### config.mk
export PLATFORM = sky130hd
export DESIGN_NAME = lvic_top
export DESIGN_NICKNAME = d
export VERILOG_FILES = /design/src/rtl/lvic_pkg.sv /design/src/rtl/lvic_rst_sync.sv /design/src/rtl/lvic_rxerr.sv /design/src/rtl/lvic_regs.sv /design/src/rtl/lvic_arb.sv /design/src/rtl/lvic_top.sv
export SDC_FILE = /design/constraint.sdc
export NUM_CORES = 1
export LEC_CHECK = 0
export ABC_AREA = 1
export BUFFER_PORTS_ARGS = -buffer_cell sky130_fd_sc_hd__buf_2
export CAP_MARGIN = 20
export CORE_MARGIN = 8
export CORE_UTILIZATION = 54
export CTS_BUF_LIST = sky130_fd_sc_hd__clkbuf_4 sky130_fd_sc_hd__clkbuf_8
export CTS_CLUSTER_SIZE = 24
export DETAILED_ROUTE_END_ITERATION = 10
export PLACE_DENSITY = 0.83
export SLEW_MARGIN = 20
export SYNTH_ARGS = -nofsm -noshare
export SYNTH_HDL_FRONTEND = slang
export SYNTH_SLANG_ARGS = --single-unit
export TNS_END_PERCENT = 50
### constraint.sdc
create_clock -name clk -period 1.7 [get_ports clk]
set_input_delay 0 -clock clk [delete_from_list [all_inputs] [get_ports clk]]
set_output_delay 0 -clock clk [all_outputs]
set_load 0.03 [all_outputs]
### src/rtl/lvic_pkg.sv
package lvic_pkg;
  localparam int LVL_W = 3;
  typedef logic [LVL_W-1:0] lvl_t;
  typedef enum logic [1:0] {
    RA_FLAG = 2'd0,
    RA_MASK = 2'd1,
    RA_LVL  = 2'd2,
    RA_NONE = 2'd3
  } reg_addr_e;
endpackage

### src/rtl/lvic_rst_sync.sv
module lvic_rst_sync (
  input  logic clk,
  input  logic rst_n,
  output logic rst_s_n
);
  logic [1:0] sh_q;

  always_ff @(posedge clk or negedge rst_n) begin
    if (!rst_n) sh_q <= 2'b00;
    else        sh_q <= {sh_q[0], 1'b1};
  end

  assign rst_s_n = sh_q[1];
endmodule

### src/rtl/lvic_rxerr.sv
module lvic_rxerr (
  input  logic rxerr_en,
  input  logic par_err,
  input  logic frm_err,
  input  logic ovr_err,
  output logic err_pulse
);
  // any of the three error conditions, gated by the enable
  assign err_pulse = rxerr_en & (par_err | frm_err | ovr_err);
endmodule

### src/rtl/lvic_regs.sv
module lvic_regs
  import lvic_pkg::*;
#(
  parameter int NUM_SRC = 8,
  localparam int RW = NUM_SRC * LVL_W
) (
  input  logic               clk,
  input  logic               rst_n,
  input  logic [NUM_SRC-1:0] set_pulse,
  input  logic               we,
  input  logic [1:0]         addr,
  input  logic [RW-1:0]      wdata,
  output logic [RW-1:0]      rdata,
  output logic [NUM_SRC-1:0] flags_o,
  output logic [NUM_SRC-1:0] mask_o,
  output logic [RW-1:0]      lvl_o
);
  logic [NUM_SRC-1:0] flag_q, flag_d, clr;
  logic [NUM_SRC-1:0] mask_q;
  logic [RW-1:0]      lvl_q;
  logic               mask_ld, lvl_ld;

  // next-state
  always_comb begin
    clr     = (we && addr == RA_FLAG) ? wdata[NUM_SRC-1:0] : '0;
    flag_d  = (flag_q & ~clr) | set_pulse;   // new pulse beats a clear
    mask_ld = we && (addr == RA_MASK);
    lvl_ld  = we && (addr == RA_LVL);
  end

  always_ff @(posedge clk or negedge rst_n) begin
    if (!rst_n) begin
      flag_q <= '0;
      mask_q <= '0;
      lvl_q  <= '0;
    end else begin
      flag_q <= flag_d;
      if (mask_ld) mask_q <= wdata[NUM_SRC-1:0];
      if (lvl_ld)  lvl_q  <= wdata;
    end
  end

  always_comb begin
    rdata = '0;
    case (addr)
      RA_FLAG: rdata[NUM_SRC-1:0] = flag_q;
      RA_MASK: rdata[NUM_SRC-1:0] = mask_q;
      RA_LVL:  rdata              = lvl_q;
      default: rdata              = '0;
    endcase
  end

  assign flags_o = flag_q;
  assign mask_o  = mask_q;
  assign lvl_o   = lvl_q;
endmodule

### src/rtl/lvic_arb.sv
module lvic_arb
  import lvic_pkg::*;
#(
  parameter int NUM_SRC = 8,
  localparam int IDX_W = (NUM_SRC > 1) ? $clog2(NUM_SRC) : 1,
  localparam int RW    = NUM_SRC * LVL_W
) (
  input  logic [NUM_SRC-1:0] cand,
  input  logic [RW-1:0]      lvl_flat,
  output logic               win_valid,
  output logic [IDX_W-1:0]   win_idx,
  output lvl_t               win_lvl
);
  lvl_t lvl_arr [NUM_SRC];

  for (genvar g = 0; g < NUM_SRC; g++) begin : g_unpack
    assign lvl_arr[g] = lvl_flat[g*LVL_W +: LVL_W];
  end

  // ascending scan with a strict compare keeps the lowest index on a tie
  always_comb begin
    win_valid = 1'b0;
    win_idx   = '0;
    win_lvl   = '0;
    for (int i = 0; i < NUM_SRC; i++) begin
      if (cand[i] && (!win_valid || lvl_arr[i] > win_lvl)) begin
        win_valid = 1'b1;
        win_idx   = IDX_W'(i);
        win_lvl   = lvl_arr[i];
      end
    end
  end
endmodule

### src/rtl/lvic_top.sv
module lvic_top
  import lvic_pkg::*;
#(
  parameter int NUM_SRC    = 8,
  parameter int VEC_W      = 8,
  parameter int ADDR_W     = 16,
  parameter int VEC_BASE   = 12,
  parameter int TABLE_BASE = 32'h8000,
  parameter int SER_IDX    = 4,
  localparam int IDX_W = (NUM_SRC > 1) ? $clog2(NUM_SRC) : 1,
  localparam int RW    = NUM_SRC * LVL_W
) (
  input  logic               clk,
  input  logic               rst_n,
  input  logic [NUM_SRC-1:0] src_pulse,
  input  logic               ser_rxerr_en,
  input  logic               ser_par_err,
  input  logic               ser_frm_err,
  input  logic               ser_ovr_err,
  input  logic               reg_we,
  input  logic [1:0]         reg_addr,
  input  logic [RW-1:0]      reg_wdata,
  output logic [RW-1:0]      reg_rdata,
  input  logic               core_ie,
  input  logic [LVL_W-1:0]   core_il,
  input  logic               hp_inhibit,
  output logic               irq_req,
  output logic [VEC_W-1:0]   irq_vec,
  output logic [ADDR_W-1:0]  irq_addr
);
  logic               rst_s_n;
  logic               ser_err_pulse;
  logic [NUM_SRC-1:0] pulse_eff;
  logic [NUM_SRC-1:0] flags, masks;
  logic [RW-1:0]      lvls;
  logic               win_valid;
  logic [IDX_W-1:0]   win_idx;
  lvl_t               win_lvl;
  logic               accept;
  logic               req_q;
  logic [VEC_W-1:0]   vec_d, vec_q;
  logic [ADDR_W-1:0]  addr_d, addr_q;

  lvic_rst_sync u_rst (
    .clk     (clk),
    .rst_n   (rst_n),
    .rst_s_n (rst_s_n)
  );

  lvic_rxerr u_rxerr (
    .rxerr_en  (ser_rxerr_en),
    .par_err   (ser_par_err),
    .frm_err   (ser_frm_err),
    .ovr_err   (ser_ovr_err),
    .err_pulse (ser_err_pulse)
  );

  for (genvar s = 0; s < NUM_SRC; s++) begin : g_pulse
    if (s == SER_IDX) begin : g_ser
      assign pulse_eff[s] = src_pulse[s] | ser_err_pulse;
    end else begin : g_plain
      assign pulse_eff[s] = src_pulse[s];
    end
  end

  lvic_regs #(.NUM_SRC(NUM_SRC)) u_regs (
    .clk       (clk),
    .rst_n     (rst_s_n),
    .set_pulse (pulse_eff),
    .we        (reg_we),
    .addr      (reg_addr),
    .wdata     (reg_wdata),
    .rdata     (reg_rdata),
    .flags_o   (flags),
    .mask_o    (masks),
    .lvl_o     (lvls)
  );

  lvic_arb #(.NUM_SRC(NUM_SRC)) u_arb (
    .cand      (flags & masks),
    .lvl_flat  (lvls),
    .win_valid (win_valid),
    .win_idx   (win_idx),
    .win_lvl   (win_lvl)
  );

  // next-state for the core-facing outputs
  always_comb begin
    accept = win_valid && core_ie && !hp_inhibit && (win_lvl > core_il);
    vec_d  = accept ? (VEC_W'(VEC_BASE) + VEC_W'(win_idx)) : '0;
    addr_d = accept ? (ADDR_W'(TABLE_BASE) + (ADDR_W'(vec_d) << 2)) : '0;
  end

  always_ff @(posedge clk or negedge rst_s_n) begin
    if (!rst_s_n) begin
      req_q  <= 1'b0;
      vec_q  <= '0;
      addr_q <= '0;
    end else begin
      req_q  <= accept;
      vec_q  <= vec_d;
      addr_q <= addr_d;
    end
  end

  assign irq_req  = req_q;
  assign irq_vec  = vec_q;
  assign irq_addr = addr_q;
endmodule

==> out/qor.log, run 1 <==
INFO  synth          synth.yosys.seq_area_share=36.9%
INFO  synth          syn-instance-count=440
INFO  floorplanning  initial_utilization=54.7%
INFO  global_route   track_usage=77.5%
INFO  clock_tree     clock_path_buffers=2
INFO  synth          synth_ff_type=sky130_fd_sc_hd__dfrtp_1
INFO  placement      dpl_cell_area=0.00439mm2
INFO  outcome        outcome=did not finish
INFO  floorplanning  number_of_rows_in_the_core_area=28
INFO  synth          ys_async_sr_fraction=100%
INFO  global_route   overflow=233
INFO  synth          synth-seq-cells=47
INFO  floorplanning  chipHeight=92.8um
INFO  placement      port_buffers=81
INFO  sta            worst_ep_kind=sequential cell input
INFO  clock_tree     clock_sinks=47
INFO  synth          synth-warning-count=0
INFO  placement      place.gp.congestion=0.893
INFO  synth          synth.lib_cells_used.distinct=27
INFO  synth          synth_edf_count=0
INFO  floorplanning  die-width=92.8um
INFO  outcome        failing_step=5_1_grt
INFO  placement      preCtsSetupSlack=-6620ps
INFO  floorplanning  ioPinCount=95
INFO  sta            grt_worst_setup_endpoint=irq_vec[3]$_DFF_PN0_/D
INFO  outcome        error_line=[ERROR GRT-0232] Routing congestion too high. Check the congestion heatmap in the GUI.
INFO  clock_tree     cts_made_buffers=5
INFO  placement      dp.final_hpwl=7450um
INFO  synth          synthesis.area=0.00318mm2
INFO  clock_tree     root_buffer=sky130_fd_sc_hd__clkbuf_8
INFO  placement      place_inst=675
INFO  global_route   grt_max_degree=49
INFO  clock_tree     htree_levels=2
INFO  synth          synth.avg_cell_area=7.23um2
cells in the mapped netlist, types with 3 or more instances:
cell type	number	share of area, %
sky130_fd_sc_hd__nand2_1	114	13
sky130_fd_sc_hd__and2_1	9	1.8
sky130_fd_sc_hd__buf_4	20	4.7
sky130_fd_sc_hd__ha_1	24	9.4
sky130_fd_sc_hd__clkbuf_1	8	0.94
sky130_fd_sc_hd__nand2_2	3	0.59
sky130_fd_sc_hd__dfrtp_1	47	37
sky130_fd_sc_hd__nand3_1	29	4.6
sky130_fd_sc_hd__a21oi_1	26	4.1
sky130_fd_sc_hd__inv_1	58	6.8
sky130_fd_sc_hd__o211ai_1	6	1.4
sky130_fd_sc_hd__o21ai_0	31	4.9
sky130_fd_sc_hd__nor2_1	41	4.8
sky130_fd_sc_hd__inv_2	3	0.35
sky130_fd_sc_hd__nand3_2	4	1.3
metal layers:
layer / track usage [%] / overflow
met1: 72.3 / 1
met2: 94.9 / 160
met3: 63.3 / 2
met4: 88.1 / 70
met5: 22.6 / 0
stage by stage:
step                setup TNS [ps]  utilization (%)
CTS                         -31970             91.1
detailed placement          -32920             75.6
global placement            -30700             75.6
floorplan                   -28810                -
logic make-up after synthesis:
logic type,Yosys count,share of synthesized area (%)
and+or+nand+nor,208,28.5
buffers and inverters,91,13.2
AOI/OAI and AO/OA,68,11.7
DFF,47,36.9
adders and majority gates,24,9.43
other,2,0.236
timing repair:
action	4_1_cts
gates resized for setup	41
pin swaps	35
hold buffers	33
endpoints found under the setup margin	5
hold endpoints to repair	37
buffers inserted	34
cloned	0
==> run 2, diff against run 1 <==
--- a/config.mk
+++ b/config.mk
@@ -9,11 +9,9 @@
 export BUFFER_PORTS_ARGS = -buffer_cell sky130_fd_sc_hd__buf_2
 export CAP_MARGIN = 20
 export CORE_MARGIN = 8
-export CORE_UTILIZATION = 54
-export CTS_BUF_LIST = sky130_fd_sc_hd__clkbuf_4 sky130_fd_sc_hd__clkbuf_8
-export CTS_CLUSTER_SIZE = 24
+export CORE_UTILIZATION = 40
 export DETAILED_ROUTE_END_ITERATION = 10
-export PLACE_DENSITY = 0.83
+export PLACE_DENSITY_LB_ADDON = 0.15
 export SLEW_MARGIN = 20
 export SYNTH_ARGS = -nofsm -noshare
 export SYNTH_HDL_FRONTEND = slang
==> run 2 against run 1 <==
The flow now finishes, with violations (setup timing). Synthesized area unchanged. Synthesized cell count unchanged.
==> out/qor.log, run 2 <==
INFO  cells_and_area multi_input_area=0.00213mm2
INFO  power_and_ir_drop fin_total_pwr=7410uW
INFO  synth          synth.lib_cells_used.distinct=27
INFO  outcome        violations=setup timing
INFO  cells_and_area utilization=71.8%
INFO  clock_tree     worstSkewPairLatency=310ps
INFO  floorplanning  initial_utilization=41.2%
INFO  cells_and_area final_cell_mix=sky130_fd_sc_hd__buf_4, sky130_fd_sc_hd__nand2_1, sky130_fd_sc_hd__buf_2
INFO  worst_hold_path worstHoldPathType=input pin to register
INFO  sta            timing_max_transition_violations_final=0
INFO  synth          yosysMostFrequentCell=sky130_fd_sc_hd__nand2_1
INFO  global_route   first_global_vias=3,771
INFO  synth          synthesis.area=0.00318mm2
INFO  critical_path  timing.reg2reg.worst_path_depth=69
INFO  sta            fin_crit_sh=471%
INFO  critical_path  ff2ff_setup_slack=-6300ps
INFO  placement      preCtsSetupSlack=-6470ps
INFO  synth          ys_async_sr_fraction=100%
INFO  cells_and_area area.sequential=0.00118mm2
INFO  critical_path  worstReg2RegStart=u_regs.flags_o[0]$_DFF_PN0_
INFO  route          postRouteAntennaNets=0
INFO  floorplanning  number_of_rows_in_the_core_area=32
INFO  clock_tree     clkTransAtPathRegs=90ps
INFO  floorplanning  ioPinCount=95
INFO  outcome        outcome=finished, violations left
INFO  critical_path  crit_path_top_delay_cell=sky130_fd_sc_hd__dfrtp_1
INFO  global_route   grt_pass1_wl=17,200um
INFO  critical_path  startpoint_class_of_the_critical_path=register
INFO  cells_and_area fillCellCount=611
INFO  critical_path  worstSetupEndpointType=register
INFO  placement      port_buffers=81
INFO  critical_path  critical_path.reg2reg.endpoint=irq_vec[3]$_DFF_PN0_
INFO  clock_tree     root_buffer=sky130_fd_sc_hd__clkbuf_8
INFO  global_route   overflow=0
INFO  power_and_ir_drop power_density=1340mW/mm2
INFO  global_route   grt_antenna_before_repair=0
INFO  critical_path  cp_slowest_stage_delay=410ps
INFO  critical_path  worst_ep_arrival_time=8220ps
INFO  sta            fin_setup_tns=-31,230ps
INFO  route          vias=3,594
INFO  synth          synth.avg_cell_area=7.23um2
INFO  synth          post_synth_main_area_contributors=sky130_fd_sc_hd__dfrtp_1, sky130_fd_sc_hd__nand2_1, sky130_fd_sc_hd__ha_1
INFO  power_and_ir_drop peakVddDrop=0.624mV
INFO  cells_and_area finalNetCount=751
INFO  synth          synth_common_cells=sky130_fd_sc_hd__nand2_1, sky130_fd_sc_hd__inv_1, sky130_fd_sc_hd__dfrtp_1
INFO  floorplanning  die-width=105um
INFO  cells_and_area syn_to_final_growth=74.4%
INFO  critical_path  most_common_cell_on_crit_path=sky130_fd_sc_hd__nand2_2
INFO  sta            worst_slew_margin=65.5%
INFO  cells_and_area final_common_cell=sky130_fd_sc_hd__buf_4
INFO  cells_and_area antenna_cells=0
INFO  sta            timing_hold_violations_final=0
INFO  route          drt_wl_total=10,500um
INFO  route          avgViaCountPerCell=4.58
INFO  cells_and_area number_of_flip_flops_in_the_largest_register=24
INFO  clock_tree     cts_made_buffers=5
INFO  sta            clock.fmax=0.125GHz
INFO  synth          synth-seq-cells=47
INFO  route          routed_wire_length_per_instance=13.4um
INFO  clock_tree     clock_sinks=47
INFO  sta            finalWorstSetupSlack=-6300ps
INFO  clock_tree     clock_path_buffers=2
INFO  synth          synth_edf_count=0
INFO  sta            layout_min_cycle_time=8000ps
INFO  route          drc=0
INFO  sta            timing_worst_slew_pin_value=517ps
INFO  placement      dpl_cell_area=0.00445mm2
INFO  floorplanning  chipHeight=105um
INFO  global_route   grt_max_degree=31
INFO  power_and_ir_drop power.static_leakage=0.00298uW
INFO  sta            rsz0062_at_grt=yes
INFO  critical_path  worst_ep_required_time=1920ps
INFO  synth          syn-instance-count=440
INFO  synth          synth_largest_area_cell=sky130_fd_sc_hd__dfrtp_1
INFO  job            number_of_max_cap_violations=0
INFO  route          drt_iter0_markers=122
INFO  clock_tree     htree_levels=2
INFO  placement      dp.final_hpwl=7210um
INFO  synth          synth-warning-count=0
INFO  floorplanning  fp.dieArea=0.0111mm2
INFO  global_route   track_usage=18.3%
INFO  route          drtPass1Iterations=4
INFO  synth          synth_ff_type=sky130_fd_sc_hd__dfrtp_1
INFO  critical_path  crit_path_kind=register to register
INFO  placement      place.gp.congestion=0.787
INFO  synth          yosys.area.top_type_share=36.9%
INFO  floorplanning  core_area=0.00773mm2
INFO  cells_and_area finalInstanceArea=0.00555mm2
INFO  sta            worst_clock_skew=12.5ps
INFO  critical_path  setup.worst_path.start=u_regs.flags_o[0]$_DFF_PN0_
INFO  cells_and_area final_layout_size_suffix_gt1_share=48.1%
INFO  critical_path  critical_path_peak_fanout=5
INFO  critical_path  worstSetupEndpoint=irq_vec[3]$_DFF_PN0_
INFO  sta            final_number_of_setup_violating_endpoints=5
INFO  synth          synth.yosys.seq_area_share=36.9%
INFO  clock_tree     tritoncts=built
## run 2: cell counts after synthesis
No cell type changed its count.
## run 2: critical path: cells and delay by family (launching register included)
kind                     cells  cell delay [ps]
AND/OR/NAND/NOR             41             3530
adder cells (fa/ha/maj)      7             1720
buffers and inverters       13             1280
AO/OA/AOI/OAI                8              950
flip-flops                   1              410
## run 2: layout make-up
| class | count | area share (%) |
|---|---|---|
| Multi-Input combinational cell | 314 | 38.3 |
| Sequential cell | 47 | 21.2 |
| Clock inverter | 2 | 0.293 |
| Tap cell | 102 | 2.30 |
| Clock buffer | 6 | 1.31 |
| Timing Repair Buffer | 250 | 32.2 |
| Inverter | 63 | 4.40 |
## run 2: routing by layer
metal,track usage [%],share of wire [%]
met4,4.79,1.9
met5,0,0
met2,30.4,48
met3,4.42,6.0
met1,23.0,44
## run 2: worst min-delay path by stage
stage | startpoint | end | slack (ps) | cells past startpoint
finish | hp_inhibit | irq_vec[3]$_DFF_PN0_ | 130 | 5
CTS | hp_inhibit | irq_vec[3]$_DFF_PN0_ | 130 | 5
floorplan | rst_n | u_rst.sh_q[0]$_DFF_PN0_ | -300 | 0
global route | core_ie | irq_vec[3]$_DFF_PN0_ | 150 | 5
global placement | rst_n | u_rst.sh_q[0]$_DFF_PN0_ | -210 | 1
detailed placement | rst_n | u_rst.sh_q[0]$_DFF_PN0_ | -210 | 1
## run 2: stage by stage
stage / hold WS, ps / instances
CTS: 127 / 780
floorplan: -296 / 452
global route: 152 / 784
global placement: -212 / 705
finish: 131 / 784
detailed placement: -209 / 705
## run 2: power breakdown
part           leakage, uW  internal [uW]  switching, uW
clock network    0.0000418            296            399
logic              0.00240           2590           2700
registers         0.000536           1290            131
total              0.00298           4180           3230
## run 2: cells by family after synthesis
logic type      Yosys count  share of synthesized area [%]
fa+ha+maj                24                           9.43
buf+inv                  91                           13.2
other cells               2                          0.236
simple gates            208                           28.5
flops                    47                           36.9
compound gates           68                           11.7
## run 2: timing repair
| item | CTS | global route |
|---|---|---|
| endpoints found under the setup margin | 5 | 5 |
| hold buffers | 35 | 0 |
| gates resized for setup | 41 | 35 |
| endpoints found under the hold margin | 40 | 0 |
| pin swaps | 35 | 11 |
| setup buffers | 32 | 4 |
Note: power is estimated with default switching activity, not from simulation.
==> run 3, diff against run 2 <==
--- a/config.mk
+++ b/config.mk
@@ -8,6 +8,7 @@
 export ABC_AREA = 1
 export BUFFER_PORTS_ARGS = -buffer_cell sky130_fd_sc_hd__buf_2
 export CAP_MARGIN = 20
+export CORE_ASPECT_RATIO = 1.25
 export CORE_MARGIN = 8
 export CORE_UTILIZATION = 40
 export DETAILED_ROUTE_END_ITERATION = 10
==> run 3 against run 2 <==
The run ends with hold timing, setup timing left. Hold slack got worse by 140 ps. Critical path depth did not move. Utilization fell by 0.99 points. Die area rose by 0.16%. Combinational power rose by 4%. Count of clock-buffer cells in the layout fell by 1. Sequential power barely moved. Via count fell by 1.5%. Cell area fell by 1.1%. Non-clock buffer count fell by 24. Largest cell class unchanged. Highest routed layer unchanged.
==> out/qor.log, run 3 (synthesis gave the netlist of run 2 again) <==
INFO  sta            worst_slew_margin=58.0%
INFO  power_and_ir_drop power_density=1440mW/mm2
INFO  clock_tree     root_buffer=sky130_fd_sc_hd__clkbuf_8
INFO  sta            timing_max_transition_violations_final=0
INFO  route          wl_met1=4220um
INFO  placement      dp.final_hpwl=7410um
INFO  cells_and_area utilization=70.8%
INFO  cells_and_area finalNetCount=727
INFO  floorplanning  die-width=95.8um
INFO  sta            rsz0062_at_grt=yes
INFO  route          drtPass1Iterations=4
INFO  critical_path  worstSetupEndpoint=irq_vec[3]$_DFF_PN0_
INFO  floorplanning  initial_utilization=41.1%
INFO  critical_path  ff2ff_setup_slack=-6450ps
INFO  placement      place.gp.congestion=0.875
INFO  floorplanning  fp.dieArea=0.0111mm2
INFO  sta            finalWorstSetupSlack=-6450ps
INFO  critical_path  setup.worst_path.start=u_regs.flags_o[0]$_DFF_PN0_
INFO  cells_and_area number_of_flip_flops_in_the_largest_register=24
INFO  worst_hold_path worstHoldPathType=input pin to register
INFO  power_and_ir_drop peakVddDrop=1.21mV
INFO  critical_path  worstSetupEndpointType=register
INFO  critical_path  timing.reg2reg.worst_path_depth=69
INFO  route          met3WireLength=511um
INFO  route          vias=3,539
INFO  floorplanning  chipHeight=116um
INFO  route          drc=0
INFO  job            number_of_max_cap_violations=0
INFO  floorplanning  number_of_rows_in_the_core_area=36
INFO  route          drt_wl_total=10,700um
INFO  route          routed_wire_length_per_instance=14.2um
INFO  route          drt_iter0_markers=108
INFO  outcome        outcome=finished, violations left
INFO  critical_path  critical_path_peak_fanout=5
INFO  global_route   grt_antenna_before_repair=0
INFO  placement      dpl_cell_area=0.00441mm2
INFO  critical_path  cp_slowest_stage_delay=400ps
INFO  sta            timing_hold_violations_final=2
INFO  global_route   grt_pass1_wl=16,200um
INFO  cells_and_area multi_input_area=0.00222mm2
INFO  placement      preCtsSetupSlack=-6430ps
INFO  cells_and_area area.sequential=0.00118mm2
INFO  sta            worst_clock_skew=5.79ps
INFO  critical_path  worst_ep_required_time=1940ps
INFO  route          highest-signal-layer=met4
INFO  cells_and_area final_common_cell=sky130_fd_sc_hd__buf_4
INFO  critical_path  worstReg2RegStart=u_regs.flags_o[0]$_DFF_PN0_
INFO  route          met2RoutedLength=5810um
INFO  cells_and_area final_layout_size_suffix_gt1_share=48.6%
INFO  cells_and_area fillCellCount=632
INFO  clock_tree     worstSkewPairLatency=310ps
INFO  placement      port_buffers=81
INFO  cells_and_area antenna_cells=0
INFO  power_and_ir_drop fin_total_pwr=7920uW
INFO  floorplanning  ioPinCount=95
INFO  clock_tree     clock_sinks=47
INFO  sta            timing_worst_slew_pin_value=629ps
INFO  critical_path  worst_ep_arrival_time=8390ps
INFO  clock_tree     tritoncts=built
INFO  global_route   grt_max_degree=49
INFO  cells_and_area syn_to_final_growth=72.4%
INFO  sta            worst_hold_slack=-4.54ps
INFO  sta            clock.fmax=0.123GHz
INFO  sta            final_number_of_setup_violating_endpoints=5
INFO  power_and_ir_drop power.static_leakage=0.00293uW
INFO  global_route   overflow=0
INFO  clock_tree     clkTransAtPathRegs=100ps
INFO  critical_path  crit_path_kind=register to register
INFO  critical_path  crit_path_top_delay_cell=sky130_fd_sc_hd__dfrtp_1
INFO  critical_path  startpoint_class_of_the_critical_path=register
INFO  outcome        violations=hold timing, setup timing
INFO  clock_tree     htree_levels=2
INFO  route          avgViaCountPerCell=4.70
INFO  route          postRouteAntennaNets=0
INFO  cells_and_area finalInstanceArea=0.00549mm2
INFO  global_route   first_global_vias=3,582
INFO  floorplanning  core_area=0.00775mm2
INFO  sta            layout_min_cycle_time=8150ps
INFO  clock_tree     cts_made_buffers=5
INFO  cells_and_area final_cell_mix=sky130_fd_sc_hd__buf_4, sky130_fd_sc_hd__buf_2, sky130_fd_sc_hd__nand2_1
INFO  critical_path  most_common_cell_on_crit_path=sky130_fd_sc_hd__nand2_2
INFO  clock_tree     clock_path_buffers=2
INFO  critical_path  critical_path.reg2reg.endpoint=irq_vec[3]$_DFF_PN0_
INFO  global_route   track_usage=18.3%
INFO  sta            fin_crit_sh=479%
run 3: cell count changes in the layout (fill, tap and decap cells not counted), moves of 2 or more:
cell                        delta
sky130_fd_sc_hd__bufinv_16     +2
sky130_fd_sc_hd__a21oi_2       +2
sky130_fd_sc_hd__nand2_2       +2
sky130_fd_sc_hd__nand2_1      -12
sky130_fd_sc_hd__ha_1          -2
sky130_fd_sc_hd__nand2_4      +10
sky130_fd_sc_hd__buf_4        -21
run 3: how the worst min path moves through the flow:
stage	from	to	slack [ps]	cells after the start
global route	reg_wdata[6]	u_regs.mask_o[6]$_DFFE_PN0P_	50	3
finish	reg_wdata[6]	u_regs.mask_o[6]$_DFFE_PN0P_	-5	3
floorplan	rst_n	u_rst.sh_q[0]$_DFF_PN0_	-300	0
global placement	rst_n	u_rst.sh_q[0]$_DFF_PN0_	-210	1
CTS	reg_wdata[6]	u_regs.lvl_o[6]$_DFFE_PN0P_	4	3
detailed placement	rst_n	u_rst.sh_q[0]$_DFF_PN0_	-210	1
run 3: area by class of cell:
| class | instances | share of cell area (%) |
|---|---|---|
| flip-flops and latches | 47 | 21.5 |
| inverters | 63 | 4.49 |
| clock buffers | 5 | 1.25 |
| multi-input cells | 314 | 40.5 |
| clock inverters | 3 | 1.23 |
| well taps | 95 | 2.17 |
| repair buffers | 226 | 28.9 |
run 3: where the power goes:
group / internal [uW] / leakage (uW) / switching (uW)
Combinational: 2620 / 0.00233 / 2860
Sequential: 1290 / 0.000536 / 128
Clock: 587 / 0.0000644 / 433
run 3: stage by stage:
stage / std cells / TNS, ps
floorplan: 452 / -28810
global placement: 696 / -30640
detailed placement: 696 / -31990
CTS: 743 / -30840
global route: 753 / -34510
finish: 753 / -32060
run 3: critical path: cells and delay by family, from the launching register on:
family / cells / cell delay (ps)
AOI/OAI and AO/OA: 10 / 1350
and+or+nand+nor: 45 / 3760
buffers and inverters: 6 / 500
adders and majority gates: 8 / 2070
DFF: 1 / 400
run 3: layer usage:
layer  global-route usage (%)  vias to the layer above
met4                     4.73                        0
met2                     34.6                       82
li1                         -                     1800
met1                     20.3                     1647
met3                     3.11                       10
met5                        0                        -
run 3: timing repair:
action / 4_1_cts / 5_1_grt
endpoints found under the hold margin: 39 / 0
pin swaps: 28 / 41
endpoints found under the setup margin: 5 / 5
gates resized for setup: 32 / 68
hold buffers: 34 / 0
setup buffers: 5 / 10
==> run 4, diff against run 3 <==
--- a/config.mk
+++ b/config.mk
@@ -10,7 +10,7 @@
 export CAP_MARGIN = 20
 export CORE_ASPECT_RATIO = 1.25
 export CORE_MARGIN = 8
-export CORE_UTILIZATION = 40
+export CORE_UTILIZATION = 52
 export DETAILED_ROUTE_END_ITERATION = 10
 export PLACE_DENSITY_LB_ADDON = 0.15
 export SLEW_MARGIN = 20
==> run 4 against run 3 <==
The run ends with setup timing left. Critical path depth down 3. Power rose by 15%. First-iteration DRC count rose to 5.1 times the previous value. Clock power shrank 13%. Clock skew is 9.0 ps higher. Wire length grew 66%. Via count is 30% higher. Sequential share of layout area is 0.92 points lower. Final cell count is 1.9% higher. Sequential cell count unchanged. Sequential power barely moved. Register-to-register slack got worse by 960 ps. Critical path type unchanged. Largest power group unchanged. Highest routed layer unchanged.
==> out/qor.log, run 4 (synthesis gave the netlist of run 2 again) <==
INFO  cells_and_area final_layout_size_suffix_gt1_share=51.6%
INFO  placement      dp.final_hpwl=7520um
INFO  sta            fin_crit_sh=536%
INFO  clock_tree     root_buffer=sky130_fd_sc_hd__clkbuf_8
INFO  global_route   grt_max_degree=47
INFO  floorplanning  chipHeight=103um
INFO  cells_and_area final_common_cell=sky130_fd_sc_hd__buf_4
INFO  global_route   overflow=0
INFO  sta            timing_worst_slew_pin_value=614ps
INFO  floorplanning  number_of_rows_in_the_core_area=32
INFO  sta            worst_hold_slack=43.5ps
INFO  clock_tree     htree_levels=2
INFO  sta            timing_hold_violations_final=0
INFO  power_and_ir_drop power_density=1590mW/mm2
INFO  route          vias=4,590
INFO  floorplanning  ioPinCount=95
INFO  worst_hold_path whs_path_depth=3
INFO  worst_hold_path worstHoldPathType=input pin to register
INFO  floorplanning  core_area=0.00605mm2
INFO  sta            finalWorstSetupSlack=-7410ps
INFO  sta            rsz0062_at_grt=yes
INFO  sta            final_number_of_setup_violating_endpoints=5
INFO  global_route   track_usage=28.0%
INFO  cells_and_area antenna_cells=0
INFO  critical_path  most_common_cell_on_crit_path=sky130_fd_sc_hd__nand2_2
INFO  floorplanning  initial_utilization=52.6%
INFO  route          postRouteAntennaNets=0
INFO  cells_and_area syn_to_final_growth=80.1%
INFO  critical_path  cp_slowest_stage_delay=420ps
INFO  critical_path  worstSetupEndpointType=register
INFO  clock_tree     clkTransAtPathRegs=100ps
INFO  sta            timing_max_transition_violations_final=0
INFO  clock_tree     worstSkewPairLatency=320ps
INFO  cells_and_area number_of_flip_flops_in_the_largest_register=24
INFO  power_and_ir_drop power.static_leakage=0.00307uW
INFO  route          drtPass1Iterations=5
INFO  critical_path  crit_path_kind=register to register
INFO  route          avgViaCountPerCell=5.98
INFO  clock_tree     tritoncts=built
INFO  critical_path  timing.reg2reg.worst_path_depth=66
INFO  power_and_ir_drop peakVddDrop=0.955mV
INFO  critical_path  startpoint_class_of_the_critical_path=register
INFO  cells_and_area final_cell_mix=sky130_fd_sc_hd__buf_4, sky130_fd_sc_hd__buf_2, sky130_fd_sc_hd__nand2_1
INFO  placement      place.gp.congestion=0.878
INFO  sta            layout_min_cycle_time=9110ps
INFO  sta            clock.fmax=0.110GHz
INFO  clock_tree     cts_made_buffers=5
INFO  route          routed_wire_length_per_instance=23.1um
INFO  floorplanning  fp.dieArea=0.00890mm2
INFO  job            number_of_max_cap_violations=0
INFO  critical_path  worst_ep_required_time=1930ps
INFO  cells_and_area finish.cell_count_without_fillers=767
INFO  global_route   grt_pass1_wl=19,400um
INFO  outcome        violations=setup timing
INFO  global_route   grt_antenna_before_repair=0
INFO  cells_and_area fillCellCount=168
INFO  clock_tree     clock_sinks=47
INFO  placement      place_inst=694
INFO  critical_path  critical_path_peak_fanout=5
INFO  route          drc=0
INFO  global_route   first_global_vias=4,280
INFO  sta            worst_slew_margin=59.0%
INFO  clock_tree     clock_path_buffers=2
INFO  route          drt_wl_total=17,700um
INFO  critical_path  worst_ep_arrival_time=9340ps
INFO  critical_path  crit_path_top_delay_cell=sky130_fd_sc_hd__dfrtp_1
INFO  floorplanning  die-width=86.0um
INFO  route          drt_iter0_markers=553
INFO  sta            fin_setup_tns=-36,830ps
INFO  sta            worst_clock_skew=14.8ps
INFO  placement      port_buffers=81
INFO  power_and_ir_drop fin_total_pwr=9090uW
INFO  cells_and_area finalNetCount=751
INFO  placement      preCtsSetupSlack=-6500ps
INFO  outcome        outcome=finished, violations left
-- run 4: cell count changes in the layout (fill, tap and decap cells not counted), moves of 2 or more --
| cell | delta |
|---|---|
| sky130_fd_sc_hd__a21oi_1 | -3 |
| sky130_fd_sc_hd__nand3_2 | -2 |
| sky130_fd_sc_hd__a21oi_2 | +2 |
| sky130_fd_sc_hd__inv_6 | +2 |
| sky130_fd_sc_hd__o21ai_1 | -2 |
| sky130_fd_sc_hd__nand2_2 | -4 |
| sky130_fd_sc_hd__nand3_4 | +2 |
| sky130_fd_sc_hd__nand2_4 | +4 |
| sky130_fd_sc_hd__buf_4 | +22 |
| sky130_fd_sc_hd__o21ai_2 | +3 |
-- run 4: critical path: cells and delay by family (launching register included) --
kind / cells / cell delay [ps]
AOI/OAI and AO/OA: 9 / 1420
adders and majority gates: 8 / 2150
buffers and inverters: 6 / 630
DFF: 1 / 420
and+or+nand+nor: 43 / 4360
-- run 4: metrics by stage --
| step | instance area [um2] | util [%] |
|---|---|---|
| floorplan | 3350 | - |
| global placement | 4470 | 74.0 |
| detailed placement | 4470 | 74.0 |
| CTS | 5260 | 87.0 |
| global route | 5730 | 94.8 |
| finish | 5730 | 94.8 |
-- run 4: per-layer routing --
metal | share of wire, % | GRT usage, %
met3 | 9.2 | 6.32
met5 | 0 | 0
met2 | 49 | 52.1
met1 | 32 | 26.1
met4 | 9.4 | 22.0
-- run 4: cell type report --
type	instances	area, um2	share of cell area, %
inverters	63	254	4.43
multi-input cells	314	2290	40.0
flip-flops and latches	47	1180	20.5
repair buffers	250	1780	31.1
clock inverters	2	35.0	0.611
well taps	85	106	1.86
clock buffers	6	82.6	1.44
-- run 4: where the power goes --
group / internal, uW / switching [uW] / leakage [uW] / total (uW)
registers: 1290 / 161 / 0.000536 / 1450
logic: 3000 / 3760 / 0.00248 / 6760
clock network: 477 / 407 / 0.0000612 / 884
-- run 4: final timing paths --
path | start | endpoint | slack (ps)
min reg2reg | u_rst.sh_q[1]$_DFF_PN0_ | u_regs.mask_o[1]$_DFFE_PN0P_ | 140
min in group asynchronous | u_rst.sh_q[1]$_DFF_PN0_ | u_regs.mask_o[1]$_DFFE_PN0P_ | 140
min | reg_we | u_regs.lvl_o[1]$_DFFE_PN0P_ | 40
max in group asynchronous | rst_n | u_rst.sh_q[1]$_DFF_PN0_ | 1040
max | u_regs.mask_o[0]$_DFFE_PN0P_ | irq_vec[0]$_DFF_PN0_ | -7410
max reg2reg | u_regs.mask_o[0]$_DFFE_PN0P_ | irq_vec[0]$_DFF_PN0_ | -7410
-- run 4: timing repair --
action                                  in CTS  in global routing
endpoints found under the setup margin       5                  5
hold buffers                                34                  0
hold endpoints to repair                    38                  0
resized for setup                           37                 83
cloned                                       0                  0
setup buffers                               18                 13
pin swaps                                   58                 77
